$ cat config.mk
export PLATFORM = sky130hd
export DESIGN_NAME = aud_wave_gen
export DESIGN_NICKNAME = d
export VERILOG_FILES = /design/src/rtl/aud_wave_pkg.sv /design/src/rtl/aud_mode_reg.sv /design/src/rtl/aud_mod_counter.sv /design/src/rtl/aud_poly_core.sv /design/src/rtl/aud_wave_gen.sv
export SDC_FILE = /design/constraint.sdc
export NUM_CORES = 1
export LEC_CHECK = 0
export BUFFER_PORTS_ARGS = -buffer_cell sky130_fd_sc_hd__buf_2
export CORE_ASPECT_RATIO = 0.8
export CORE_UTILIZATION = 55
export CTS_CLUSTER_SIZE = 28
export DETAILED_ROUTE_END_ITERATION = 12
export PLACE_DENSITY = 0.73
export REMOVE_ABC_BUFFERS = 1
export SETUP_SLACK_MARGIN = 0.5
export SYNTH_ARGS = -nofsm -noshare
export SYNTH_HDL_FRONTEND = slang
export SYNTH_SLANG_ARGS = --single-unit
export TNS_END_PERCENT = 50
$ cat constraint.sdc
create_clock -name clk -period 2.19 [get_ports clk]
set_input_delay 0.1095 -clock clk [delete_from_list [all_inputs] [get_ports clk]]
set_output_delay 0.1095 -clock clk [all_outputs]
set_load 0.05 [all_outputs]
$ cat src/rtl/aud_wave_pkg.sv
package aud_wave_pkg;

    localparam int MODE_W = 4;
    localparam int P4_W   = 4;
    localparam int P5_W   = 5;
    localparam int P9_W   = P4_W + P5_W;

    localparam logic [P4_W-1:0] P4_SEED = 4'b0001;
    localparam logic [P5_W-1:0] P5_SEED = 5'b00001;

    // how the 4-bit register moves on a step
    typedef enum logic [2:0] {
        P4_HOLD,
        P4_EVERY,
        P4_DIV31,
        P4_P5GATE,
        P4_CHAIN
    } p4_adv_e;

    // which source drives the waveform
    typedef enum logic [3:0] {
        SEL_LOW,
        SEL_P4,
        SEL_P5,
        SEL_P9,
        SEL_SQ2,
        SEL_DIV6,
        SEL_DIV31,
        SEL_DIV93,
        SEL_P5TOG,
        SEL_P5DIV6
    } out_sel_e;

    typedef struct packed {
        p4_adv_e  p4_adv;
        out_sel_e out_sel;
    } mode_ctl_t;

    // counter slots in the tone bank
    localparam int CNT_N      = 6;
    localparam int CI_SQ2     = 0;
    localparam int CI_DIV6    = 1;
    localparam int CI_DIV31   = 2;
    localparam int CI_DIV93   = 3;
    localparam int CI_P5TOG   = 4;
    localparam int CI_P5DIV6  = 5;

    function automatic mode_ctl_t decode_mode(input logic [MODE_W-1:0] m);
        mode_ctl_t c;
        c.p4_adv  = P4_HOLD;
        c.out_sel = SEL_LOW;
        case (m)
            4'b0000, 4'b1011: c.out_sel = SEL_LOW;
            4'b0001: begin c.out_sel = SEL_P4; c.p4_adv = P4_EVERY;  end
            4'b0010: begin c.out_sel = SEL_P4; c.p4_adv = P4_DIV31;  end
            4'b0011: begin c.out_sel = SEL_P4; c.p4_adv = P4_P5GATE; end
            4'b0100, 4'b0101: c.out_sel = SEL_SQ2;
            4'b0110, 4'b1010: c.out_sel = SEL_DIV31;
            4'b0111: c.out_sel = SEL_P5TOG;
            4'b1000: begin c.out_sel = SEL_P9; c.p4_adv = P4_CHAIN; end
            4'b1001: c.out_sel = SEL_P5;
            4'b1100, 4'b1101: c.out_sel = SEL_DIV6;
            4'b1110: c.out_sel = SEL_DIV93;
            default: c.out_sel = SEL_P5DIV6;
        endcase
        return c;
    endfunction

    // x^5 + x^2 + 1, with a one-bit injection out of all-zero
    function automatic logic [P5_W-1:0] p5_next(input logic [P5_W-1:0] s);
        return {(s[0] ^ s[2]) | (s == '0), s[P5_W-1:1]};
    endfunction

    // x^4 + x + 1, with a one-bit injection out of all-zero
    function automatic logic [P4_W-1:0] p4_next(input logic [P4_W-1:0] s);
        return {(s[0] ^ s[1]) | (s == '0), s[P4_W-1:1]};
    endfunction

endpackage

$ cat src/rtl/aud_mode_reg.sv
module aud_mode_reg
    import aud_wave_pkg::*;
(
    input  logic              clk,
    input  logic              rst,
    input  logic              we,
    input  logic [MODE_W-1:0] mode_in,
    output mode_ctl_t         ctl
);

    logic [MODE_W-1:0] mode_q;

    always_ff @(posedge clk) begin
        if (rst)     mode_q <= '0;
        else if (we) mode_q <= mode_in;
    end

    always_comb ctl = decode_mode(mode_q);


    mode_load_chk: assert property (@(posedge clk) disable iff (rst)
        we |=> (mode_q == $past(mode_in)));

endmodule

$ cat src/rtl/aud_mod_counter.sv
module aud_mod_counter #(
    parameter int MOD = 6,
    parameter int LOW = 3
) (
    input  logic clk,
    input  logic rst,
    input  logic en,
    output logic hi,
    output logic wrap
);

    localparam int CW = (MOD > 2) ? $clog2(MOD) : 1;
    localparam logic [CW-1:0] LAST = CW'(MOD - 1);
    localparam logic [CW-1:0] THR  = CW'(LOW);

    logic [CW-1:0] cnt_q;

    always_ff @(posedge clk) begin
        if (rst)          cnt_q <= '0;
        else if (en)      cnt_q <= (cnt_q == LAST) ? '0 : cnt_q + 1'b1;
    end

    assign hi   = (cnt_q >= THR);
    assign wrap = en && (cnt_q == LAST);

endmodule

$ cat src/rtl/aud_poly_core.sv
module aud_poly_core
    import aud_wave_pkg::*;
(
    input  logic    clk,
    input  logic    rst,
    input  logic    step,
    input  p4_adv_e adv,
    input  logic    slow_tick,
    output logic    p4_bit,
    output logic    p5_bit
);

    logic [P4_W-1:0] p4_q, p4_d;
    logic [P5_W-1:0] p5_q, p5_d;
    logic            fb9;
    logic            p4_go;

    // 9-bit chain: x^9 + x^4 + 1 over {p4, p5}
    assign fb9 = (p5_q[0] ^ p5_q[4]) | ({p4_q, p5_q} == '0);

    always_comb begin
        case (adv)
            P4_EVERY:  p4_go = 1'b1;
            P4_DIV31:  p4_go = slow_tick;
            P4_P5GATE: p4_go = p5_q[0];
            default:   p4_go = 1'b0;
        endcase
    end

    always_comb begin
        p4_d = p4_q;
        p5_d = p5_q;
        if (step) begin
            if (adv == P4_CHAIN) begin
                p5_d = {p4_q[0], p5_q[P5_W-1:1]};
                p4_d = {fb9, p4_q[P4_W-1:1]};
            end else begin
                p5_d = p5_next(p5_q);
                if (p4_go) p4_d = p4_next(p4_q);
            end
        end
    end

    always_ff @(posedge clk) begin
        if (rst) begin
            p4_q <= P4_SEED;
            p5_q <= P5_SEED;
        end else begin
            p4_q <= p4_d;
            p5_q <= p5_d;
        end
    end

    assign p4_bit = p4_q[0];
    assign p5_bit = p5_q[0];


    state_nonzero_chk: assert property (@(posedge clk) disable iff (rst)
        ({p4_q, p5_q} != '0));


    p4_hold_chk: assert property (@(posedge clk) disable iff (rst)
        (step && adv == P4_HOLD) |=> $stable(p4_q));

endmodule

$ cat src/rtl/aud_wave_gen.sv
module aud_wave_gen
    import aud_wave_pkg::*;
#(
    parameter int SHORT_MOD = 6,
    parameter int SHORT_LOW = 3,
    parameter int MID_MOD   = 31,
    parameter int MID_LOW   = 13,
    parameter int LONG_MOD  = 93,
    parameter int LONG_LOW  = 44
) (
    input  logic              clk,
    input  logic              rst,
    input  logic              step_en,
    input  logic              mode_we,
    input  logic [MODE_W-1:0] mode_in,
    output logic              wave_o
);

    localparam int       MODS  [CNT_N] = '{2, SHORT_MOD, MID_MOD, LONG_MOD, 2, SHORT_MOD};
    localparam int       LOWS  [CNT_N] = '{1, SHORT_LOW, MID_LOW, LONG_LOW, 1, SHORT_LOW};
    localparam bit       GATED [CNT_N] = '{1'b0, 1'b0, 1'b0, 1'b0, 1'b1, 1'b1};

    mode_ctl_t          ctl;
    logic               p4_bit, p5_bit;
    logic [CNT_N-1:0]   cnt_hi, cnt_wrap, cnt_en;
    logic               wave_d;

    aud_mode_reg u_mode (
        .clk     (clk),
        .rst     (rst),
        .we      (mode_we),
        .mode_in (mode_in),
        .ctl     (ctl)
    );

    aud_poly_core u_poly (
        .clk       (clk),
        .rst       (rst),
        .step      (step_en),
        .adv       (ctl.p4_adv),
        .slow_tick (cnt_wrap[CI_DIV31]),
        .p4_bit    (p4_bit),
        .p5_bit    (p5_bit)
    );

    for (genvar k = 0; k < CNT_N; k++) begin : g_cnt
        assign cnt_en[k] = step_en && (GATED[k] ? p5_bit : 1'b1);
        aud_mod_counter #(
            .MOD (MODS[k]),
            .LOW (LOWS[k])
        ) u_cnt (
            .clk  (clk),
            .rst  (rst),
            .en   (cnt_en[k]),
            .hi   (cnt_hi[k]),
            .wrap (cnt_wrap[k])
        );
    end

    always_comb begin
        case (ctl.out_sel)
            SEL_P4:     wave_d = ~p4_bit;
            SEL_P5,
            SEL_P9:     wave_d = p5_bit;
            SEL_SQ2:    wave_d = cnt_hi[CI_SQ2];
            SEL_DIV6:   wave_d = cnt_hi[CI_DIV6];
            SEL_DIV31:  wave_d = cnt_hi[CI_DIV31];
            SEL_DIV93:  wave_d = cnt_hi[CI_DIV93];
            SEL_P5TOG:  wave_d = cnt_hi[CI_P5TOG];
            SEL_P5DIV6: wave_d = cnt_hi[CI_P5DIV6];
            default:    wave_d = 1'b0;
        endcase
    end

    always_ff @(posedge clk) begin
        if (rst)          wave_o <= 1'b0;
        else if (step_en) wave_o <= wave_d;
    end


    reset_low_chk: assert property (@(posedge clk)
        rst |=> !wave_o);


    step_hold_chk: assert property (@(posedge clk) disable iff (rst)
        !step_en |=> $stable(wave_o));


    const_low_chk: assert property (@(posedge clk) disable iff (rst)
        (step_en && ctl.out_sel == SEL_LOW) |=> !wave_o);

endmodule

Word level (Yosys, flattened, before mapping) --
Cells that the tools add are included.
Operators by class: bitwise gates (word level) 7, reduce and logical (&&, ||, !) cells 14, muxes and demuxes 13, magnitude comparators 6, add/sub/neg operators 6, equality and inequality tests 31
Operator list (number):
- == test 4 bit, second input constant | 9
- one-hot mux 4 bit (9 select lines) | 1
- == test 4 x 3 -> 1 bit, second input constant | 8
- == test 4 x 2 -> 1 bit, second input constant | 4
- one-hot mux 3 bit (4 select lines) | 1
- 2-to-1 mux 5 bit | 2
- OR reduction 2 bit | 5
- == test 3 bit, second input constant | 3
- logical NOT 9 bit | 1
- == test 4 x 1 -> 1 bit, second input constant | 2
- logical NOT 4 bit | 2
- 2-to-1 mux 4 bit | 2
- one-hot mux 1 bit (8 select lines) | 1
- adder 7 x 1 -> 7 bit, second input constant | 1
- == test 7 bit, second input constant | 1
- >= comparator 7 x 6 -> 1 bit, second input constant | 1
- 2-to-1 mux 7 bit | 1
- adder 3 x 1 -> 3 bit, second input constant | 2
- == test 3 x 2 -> 1 bit, second input constant | 2
- >= comparator 3 x 2 -> 1 bit, second input constant | 2
- 2-to-1 mux 3 bit | 2
- adder 5 x 1 -> 5 bit, second input constant | 1
- == test 5 bit, second input constant | 1
- >= comparator 5 x 4 -> 1 bit, second input constant | 1
- other kinds (13) | 21
Storage, ports and cells: register bits after elaboration 34, output and inout bits 1, logic and storage cells 87

Depth between registers and ports, before layout --
Gate-level depths: netlist of run 1.
word-level depth 6, gate-level depth with buffers 7

By module --
Synthesis of run 1 repeated with hierarchy kept, for this count alone.
Second synthesis, totals: cell total of the unflattened synthesis 208, area total of the unflattened synthesis 1911.8 µm²
By module, submodules not included:
- aud_poly_core | cells each 53, seq. area each 180.2 µm², area each 513.0 µm², times used 1
- aud_mod_counter at g_cnt[3].u_cnt | cells each 43, seq. area each 140.1 µm², area each 369.1 µm², times used 1
- aud_mod_counter at g_cnt[1].u_cnt ... | cells each 15, seq. area each 60.1 µm², area each 160.2 µm², times used 2
- aud_mod_counter at g_cnt[2].u_cnt | cells each 29, seq. area each 100.1 µm², area each 259.0 µm², times used 1
- aud_mode_reg | cells each 25, seq. area each 80.1 µm², area each 240.2 µm², times used 1
- aud_wave_gen | cells each 20, seq. area each 20.0 µm², area each 130.1 µm², times used 1
- aud_mod_counter at g_cnt[0].u_cnt ... | cells each 4, seq. area each 20.0 µm², area each 40.0 µm², times used 2

Worst setup path after synthesis of run 1 --
Ideal clock, no wire load.
kind register to register, from register g_cnt[5].u_cnt.cnt_q[1], to register wave_o, path buffers 0, clock period less this slack 1.620 ns, stages on the path, launching flop included 7, data arrival time 1.486 ns, data required time 2.056 ns, setup slack 0.570 ns, cells stage by stage dfxtp_1 -> and2_4 -> ha_1 -> or3_1 -> mux2_2 -> a211oi_2 -> a211oi_1
On the way: word-level cells in the longest chain between the ends 2
RTL lines:
- start, declared | line aud_mod_counter.sv:16 | logic [CW-1:0] cnt_q;
- start signal, assigned | line aud_mod_counter.sv:20 | else if (en) cnt_q <= (cnt_q == LAST) ? '0 : cnt_q + 1'b1;
- >= comparator 3 x 2 -> 1 bit | line aud_mod_counter.sv:23 | assign hi = (cnt_q >= THR);
- one-hot mux 1 bit (8 select lines) | line aud_wave_gen.sv:61 | case (ctl.out_sel)
- end signal, assigned | line aud_wave_gen.sv:77 | else if (step_en) wave_o <= wave_d;
- end, declared | line aud_wave_gen.sv:16 | output logic wave_o
No other way between the ends. A chain may end at the register's enable or synchronous reset.

Worst setup path in the final report of run 1 --
Ends and elaborated chain as after synthesis.

==> results of run 1 <==
worst max-delay path, stage by stage, from the launching register on:
cell,delay [ns]
dfxtp_2,0.32
and2_4,0.15
ha_1,0.17
or3_1,0.33
mux2_2,0.28
a211oi_2,0.18
a211oi_1,0.09
metrics by stage:
stage          setup WS (ns)  utilization  total power, uW  cells
6_report               0.542        0.632             1290    255
5_1_grt                0.468        0.632             1360    255
4_1_cts                0.475        0.624             1300    253
3_5_place_dp           0.462        0.595              870    246
3_3_place_gp           0.524        0.595              858    246
2_1_floorplan          0.578            -              814    197
where the power goes:
group	internal [uW]	leakage (uW)	switching [uW]
clock network	213	0.0000438	211
logic	83.2	0.000537	85.5
registers	651	0.000281	43.0
total	947	0.000862	339
what timing repair did:
| action | 4_1_cts | 5_1_grt |
|---|---|---|
| resized for setup | 5 | 5 |
| buffers inserted | 0 | 2 |
| setup endpoints to repair | 5 | 5 |
| pin swaps | 1 | 3 |
flip-flops by register name (all words and copies together), names as in the netlist:
signal / flops
u_mode.mode_q: 4
wave_o: 1
g_cnt.u_cnt.cnt_q: 20
u_poly.p4_q: 4
u_poly.p5_q: 5
cells in the mapped netlist, drive strengths merged (4+ instances only):
cell type	count	area (um^2)
nand2b	4	25.0
clkbuf	4	15.0
mux2i	17	170
dfxtp	34	681
xor2	6	52.6
nand2	7	26.3
ha	8	100
nor3	6	30.0
buf	8	43.8
nor2	39	146
a211oi	5	42.5
inv	13	48.8
a21oi	11	55.1
o21ai	5	28.8
xnor2	5	51.3
logic make-up after synthesis:
| logic type | share of synthesized area |
|---|---|
| AO/OA/AOI/OAI | 0.144 |
| XOR/XNOR | 0.0573 |
| adder cells (fa/ha/maj) | 0.0553 |
| buffers and inverters | 0.0594 |
| flip-flops | 0.376 |
| multiplexers | 0.100 |
| AND/OR/NAND/NOR | 0.209 |
layout make-up:
cell class	instances	area (um^2)	share of cell area
clock inverters	2	10.0	0.00509
repair buffers	11	62.6	0.0318
inverters	13	48.8	0.0248
clock buffers	5	68.8	0.0350
multi-input cells	150	1030	0.526
well taps	40	50.0	0.0255
flip-flops and latches	34	692	0.352
worst min-delay path by stage:
| stage | start | end | cells past startpoint |
|---|---|---|---|
| 5_1_grt | mode_in[2] | u_mode.mode_q[2] | 3 |
| 2_1_floorplan | rst | g_cnt[0].u_cnt.cnt_q | 1 |
| 4_1_cts | mode_in[1] | u_mode.mode_q[1] | 3 |
| 6_report | mode_in[1] | u_mode.mode_q[1] | 3 |
| 3_3_place_gp | mode_in[3] | u_mode.mode_q[3] | 3 |
| 3_5_place_dp | mode_in[1] | u_mode.mode_q[1] | 3 |
routing by layer:
| layer | routed length, um | track usage |
|---|---|---|
| met5 | 0 | 0 |
| met4 | 17 | 0.0816 |
| met3 | 95 | 0.0539 |
| met2 | 1580 | 0.357 |
| met1 | 1640 | 0.258 |
==> flow_metrics.py, run 1 <==
metrics = {
    "sta": {
        "drv_slew": 0,
        "finalCriticalPeriod_ns": 1.65,
        "fmax_mhz": 607,
        "clock_skew_ns": 0.00521,
        "whs_ns": 0.0788,
        "hold_viol": 0,
        "tns_ns": 0,
        "rsz0062_at_grt": "true",
        "setup_viol": 0,
        "tightest_slew_ns": 0.536,
        "slew_headroom": 0.642,
        "fin_crit_sh": 0.752,
    },
    "cells_and_area": {
        "drive_above_1_share": 0.163,
        "final_nets": 231,
        "fill_cells": 268,
        "finish.instance_area_um2": 1970,
        "antenna_cells": 0,
        "layout_commonest_cell": "nor2_1",
        "final_cell_mix": "nor2_1, dfxtp_1, mux2i_1, inv_1, a21oi_1",
        "syn2layout_area_growth_pct": 8.49,
    },
    "floorplanning": {
        "fp-row-count": 18,
        "die_x_um": 66.2,
        "initial_utilization": 0.583,
        "ioPinCount": 9,
        "die_area_um2": 3530,
        "die_h_um": 53.3,
        "core_area_um2": 3110,
    },
    "yosys": {
        "synth-seq-cells": 34,
        "async_flop_share": 0,
        "syn_area_um2": 1810,
        "synth.distinct_cells": 44,
        "synth_edf_count": 0,
        "ys_seq_area_frac": 0.376,
        "syn_avg_cell_area_um2": 8.67,
        "synthFlopType": "dfxtp_1",
        "netlist_instances": 209,
        "synth_warnings": 0,
    },
    "critical_path": {
        "reg2reg_slack_ns": 0.54,
        "worstPathRequired_ns": 2.34,
        "rr_endpoint": "wave_o",
        "crit_end": "wave_o",
        "worstSetupStartpointType": "register",
        "critical_path_arrival_ns": 1.79,
        "worst_setup_path_end_kind": "register",
        "worst-r2r-cell-count": 6,
        "cp-startpoint": "g_cnt[5].u_cnt.cnt_q[1]",
        "path_max_fanout": 2,
        "r2r_start": "g_cnt[5].u_cnt.cnt_q[1]",
        "crit_type": "register to register",
    },
    "pwr": {
        "leakagePower_uw": 0.000862,
        "power_density_nw_per_um2": 654,
        "vdd_drop_max_v": 0.000515,
    },
    "clocking": {
        "cts_root_buf": "clkbuf_8",
        "cts_made_buffers": 5,
        "cts.sinks": 34,
        "cts_tree": "yes",
        "hold_buffers": 0,
        "clockBufferDepth": 2,
        "path_clk_slew_ns": 0.07,
        "clkLatencyLatePin_ns": 0.28,
        "ctsHtreeMaxLevel": 2,
    },
    "route": {
        "via_count": 1396,
        "ant_nets": 0,
        "dr.pass1.iters": 4,
        "wl_per_cell_um": 13.1,
        "finalWirelength_um": 3330,
        "drc": 0,
        "vias_per_cell": 5.47,
        "drt-initial-drc-count": 34,
    },
    "hold_path": {
        "hp-class": "primary input to register",
    },
    "global_route": {
        "grt_max_degree": 32,
        "overflow": 0,
        "antenna_found_initial": 0,
        "grt_pass1_wl_um": 5580,
        "track_usage": 0.212,
        "grt_pass1_vias": 1266,
    },
    "placement": {
        "placed_cell_area_um2": 1850,
        "gp_congestion": 0.724,
        "io_buffers": 8,
        "place_hpwl_um": 2370,
    },
    "flow_run": {
        "cap_viol_max_count": 0,
    },
    "run_status": {
        "status": "finished clean",
    },
}
Note: power is estimated with default switching activity, not from simulation.
==> run 2, diff against run 1 <==
- ABC_AREA: unset -> 1
- clock period: 2.19 -> 1.6 ns (I/O delays scaled with it)
==> flow_metrics.py, run 2 <==
metrics = {
    "run_status": {
        "status": "finished clean",
    },
    "yosys": {
        "ys_seq_area_frac": 0.377,
        "netlist_instances": 246,
        "synthFlopType": "dfxtp_1",
        "synth_area_leaders": "dfxtp_1, nand2_1, nor2_1",
        "syn_avg_cell_area_um2": 7.33,
        "synth_most_common_cell": "nand2_1",
        "syn_area_um2": 1800,
        "synth_edf_count": 0,
        "synthTopCellsByCount": "nand2_1, nor2_1, dfxtp_1, inv_1, o21ai_0",
        "yosysTopAreaCellShare": 0.377,
        "synth-seq-cells": 34,
        "synth_warnings": 0,
        "async_flop_share": 0,
        "synth.distinct_cells": 31,
        "synth_top_area_cell": "dfxtp_1",
    },
    "critical_path": {
        "critPathMaxStageDelay_ns": 0.32,
        "crit_slowest_cell": "dfxtp_2",
        "crit_buf_inv": 1,
        "path_max_fanout": 7,
        "crit_chain": "inv_2, ha_4, nand2_2, nor2_1, nand2_1, nand2_1, nand2_1, nand2_2, nand2_4, o21ai_2, a21oi_1",
        "worstSetupStartpointType": "register",
        "critical_path_arrival_ns": 1.48,
        "cp-startpoint": "g_cnt[2].u_cnt.cnt_q[0]",
        "worst_setup_path_end_kind": "register",
        "rr_endpoint": "u_poly.p4_q[2]",
        "worst-r2r-cell-count": 11,
        "cpMostUsedCell": "nand2_1",
        "crit_type": "register to register",
        "cp_num_cells": 11,
        "worstPathRequired_ns": 1.78,
        "crit_end": "u_poly.p4_q[2]",
        "r2r_start": "g_cnt[2].u_cnt.cnt_q[0]",
        "cpLargestDelayFamily": "simple AND/OR/NAND/NOR gates",
        "reg2reg_slack_ns": 0.30,
    },
    "placement": {
        "place_hpwl_um": 2380,
        "gp_congestion": 0.846,
        "io_buffers": 8,
        "dp_cells": 291,
        "placed_cell_area_um2": 1870,
    },
    "cells_and_area": {
        "final_cell_mix": "nand2_1, nor2_1, inv_1, dfxtp_1, o21ai_0",
        "layout_commonest_cell": "nand2_1",
        "final-instance-count-excl-fill": 307,
        "top_register": "g_cnt.u_cnt.cnt_q",
        "final_nets": 283,
        "largest_register_ffs": 20,
        "antenna_cells": 0,
        "finish.instance_area_um2": 2130,
        "syn2layout_area_growth_pct": 18.0,
        "finish.utilization": 0.685,
        "reg_top3": "g_cnt.u_cnt.cnt_q: 20 flops, u_poly.p5_q: 5 flops",
        "drive_above_1_share": 0.243,
    },
    "pwr": {
        "vdd_drop_max_v": 0.000680,
        "power_density_nw_per_um2": 864,
        "total_power_uw": 1840,
        "leakagePower_uw": 0.000947,
    },
    "floorplanning": {
        "initial_utilization": 0.581,
        "die_area_um2": 3520,
        "die_x_um": 66.0,
        "ioPinCount": 9,
        "core_area_um2": 3110,
        "fp-row-count": 18,
        "die_h_um": 53.2,
    },
    "sta": {
        "fmax_mhz": 769,
        "tns_ns": 0,
        "rsz0062_at_grt": "true",
        "fin_crit_sh": 0.813,
        "drv_slew": 0,
        "clock_skew_ns": 0.00231,
        "hold_viol": 0,
        "setup_viol": 0,
        "finalCriticalPeriod_ns": 1.30,
        "slew_headroom": 0.747,
        "tightest_slew_ns": 0.379,
    },
    "clocking": {
        "cts_tree": "yes",
        "cts.sinks": 34,
        "path_clk_slew_ns": 0.07,
        "cts_root_buf": "clkbuf_8",
        "clockBufferDepth": 2,
        "clkLatencyLatePin_ns": 0.28,
        "cts_made_buffers": 5,
        "ctsHtreeMaxLevel": 2,
    },
    "route": {
        "vias_per_cell": 5.21,
        "dr.pass1.iters": 4,
        "finalWirelength_um": 3540,
        "drt-initial-drc-count": 75,
        "ant_nets": 0,
        "via_count": 1601,
        "wl_per_cell_um": 11.5,
        "drc": 0,
    },
    "global_route": {
        "grt_pass1_wl_um": 5890,
        "grt_max_degree": 16,
        "overflow": 0,
        "antenna_found_initial": 0,
        "track_usage": 0.229,
        "grt_pass1_vias": 1372,
    },
    "flow_run": {
        "cap_viol_max_count": 0,
    },
    "hold_path": {
        "hp-class": "primary input to register",
    },
}
-- run 2: worst min-delay path, cell delays in order --
cell,delay (ns)
buf_2,0.07
o21ai_0,0.07
a21oi_1,0.10
-- run 2: cell type report --
cell class | count | area (um^2)
Inverter | 32 | 120
Fill cell | 247 | 980
Timing Repair Buffer | 20 | 138
Sequential cell | 34 | 696
Multi-Input combinational cell | 174 | 1050
Clock buffer | 7 | 76.3
Tap cell | 40 | 50.0
-- run 2: logic make-up (layout without fill, tap and decap cells) --
group / after synthesis / after routing / share of synthesized area
xor+xnor: 10 / 10 / 0.0485
compound gates: 46 / 46 / 0.164
flops: 34 / 34 / 0.377
fa+ha+maj: 8 / 8 / 0.0555
buf+inv: 38 / 59 / 0.0943
simple gates: 110 / 110 / 0.261
-- run 2: what timing repair did --
action,4_1_cts,5_1_grt
hold buffers,0,0
pin swaps,5,10
setup endpoints to repair,19,20
cloned,0,0
hold endpoints to repair,0,0
buffers inserted,7,2
resized for setup,14,24
-- run 2: worst min-delay path by stage --
| stage | cells past startpoint | from | end |
|---|---|---|---|
| floorplan | 1 | rst | g_cnt[5].u_cnt.cnt_q[1] |
| global placement | 3 | mode_in[0] | u_mode.mode_q[0] |
| detailed placement | 3 | mode_in[3] | u_mode.mode_q[3] |
| CTS | 3 | mode_in[3] | u_mode.mode_q[3] |
| global route | 3 | mode_in[3] | u_mode.mode_q[3] |
| finish | 3 | mode_in[3] | u_mode.mode_q[3] |
-- run 2: metrics by stage --
| step | worst slack, ns | hold WS, ns |
|---|---|---|
| floorplan | 0.335 | 0.149 |
| CTS | 0.287 | 0.0696 |
| finish | 0.299 | 0.0716 |
| global placement | 0.243 | 0.361 |
| detailed placement | 0.205 | 0.367 |
| global route | 0.163 | 0.0997 |
-- run 2: where the power goes --
part           internal, uW  leakage (uW)  switching (uW)  total, uW
combinational           124      0.000628             166        291
clock                   299     0.0000383             297        596
sequential              899      0.000281            52.4        952
total                  1320      0.000947             515       1840
-- run 2: per-layer routing --
layer / track usage / share of wire / vias up / routed length [um]
li1: - / - / 834 / -
met1: 0.297 / 0.51 / 726 / 1810
met2: 0.359 / 0.43 / 30 / 1510
met3: 0.0582 / 0.038 / 11 / 133
met4: 0.0993 / 0.022 / 0 / 78
met5: 0 / 0 / - / 0
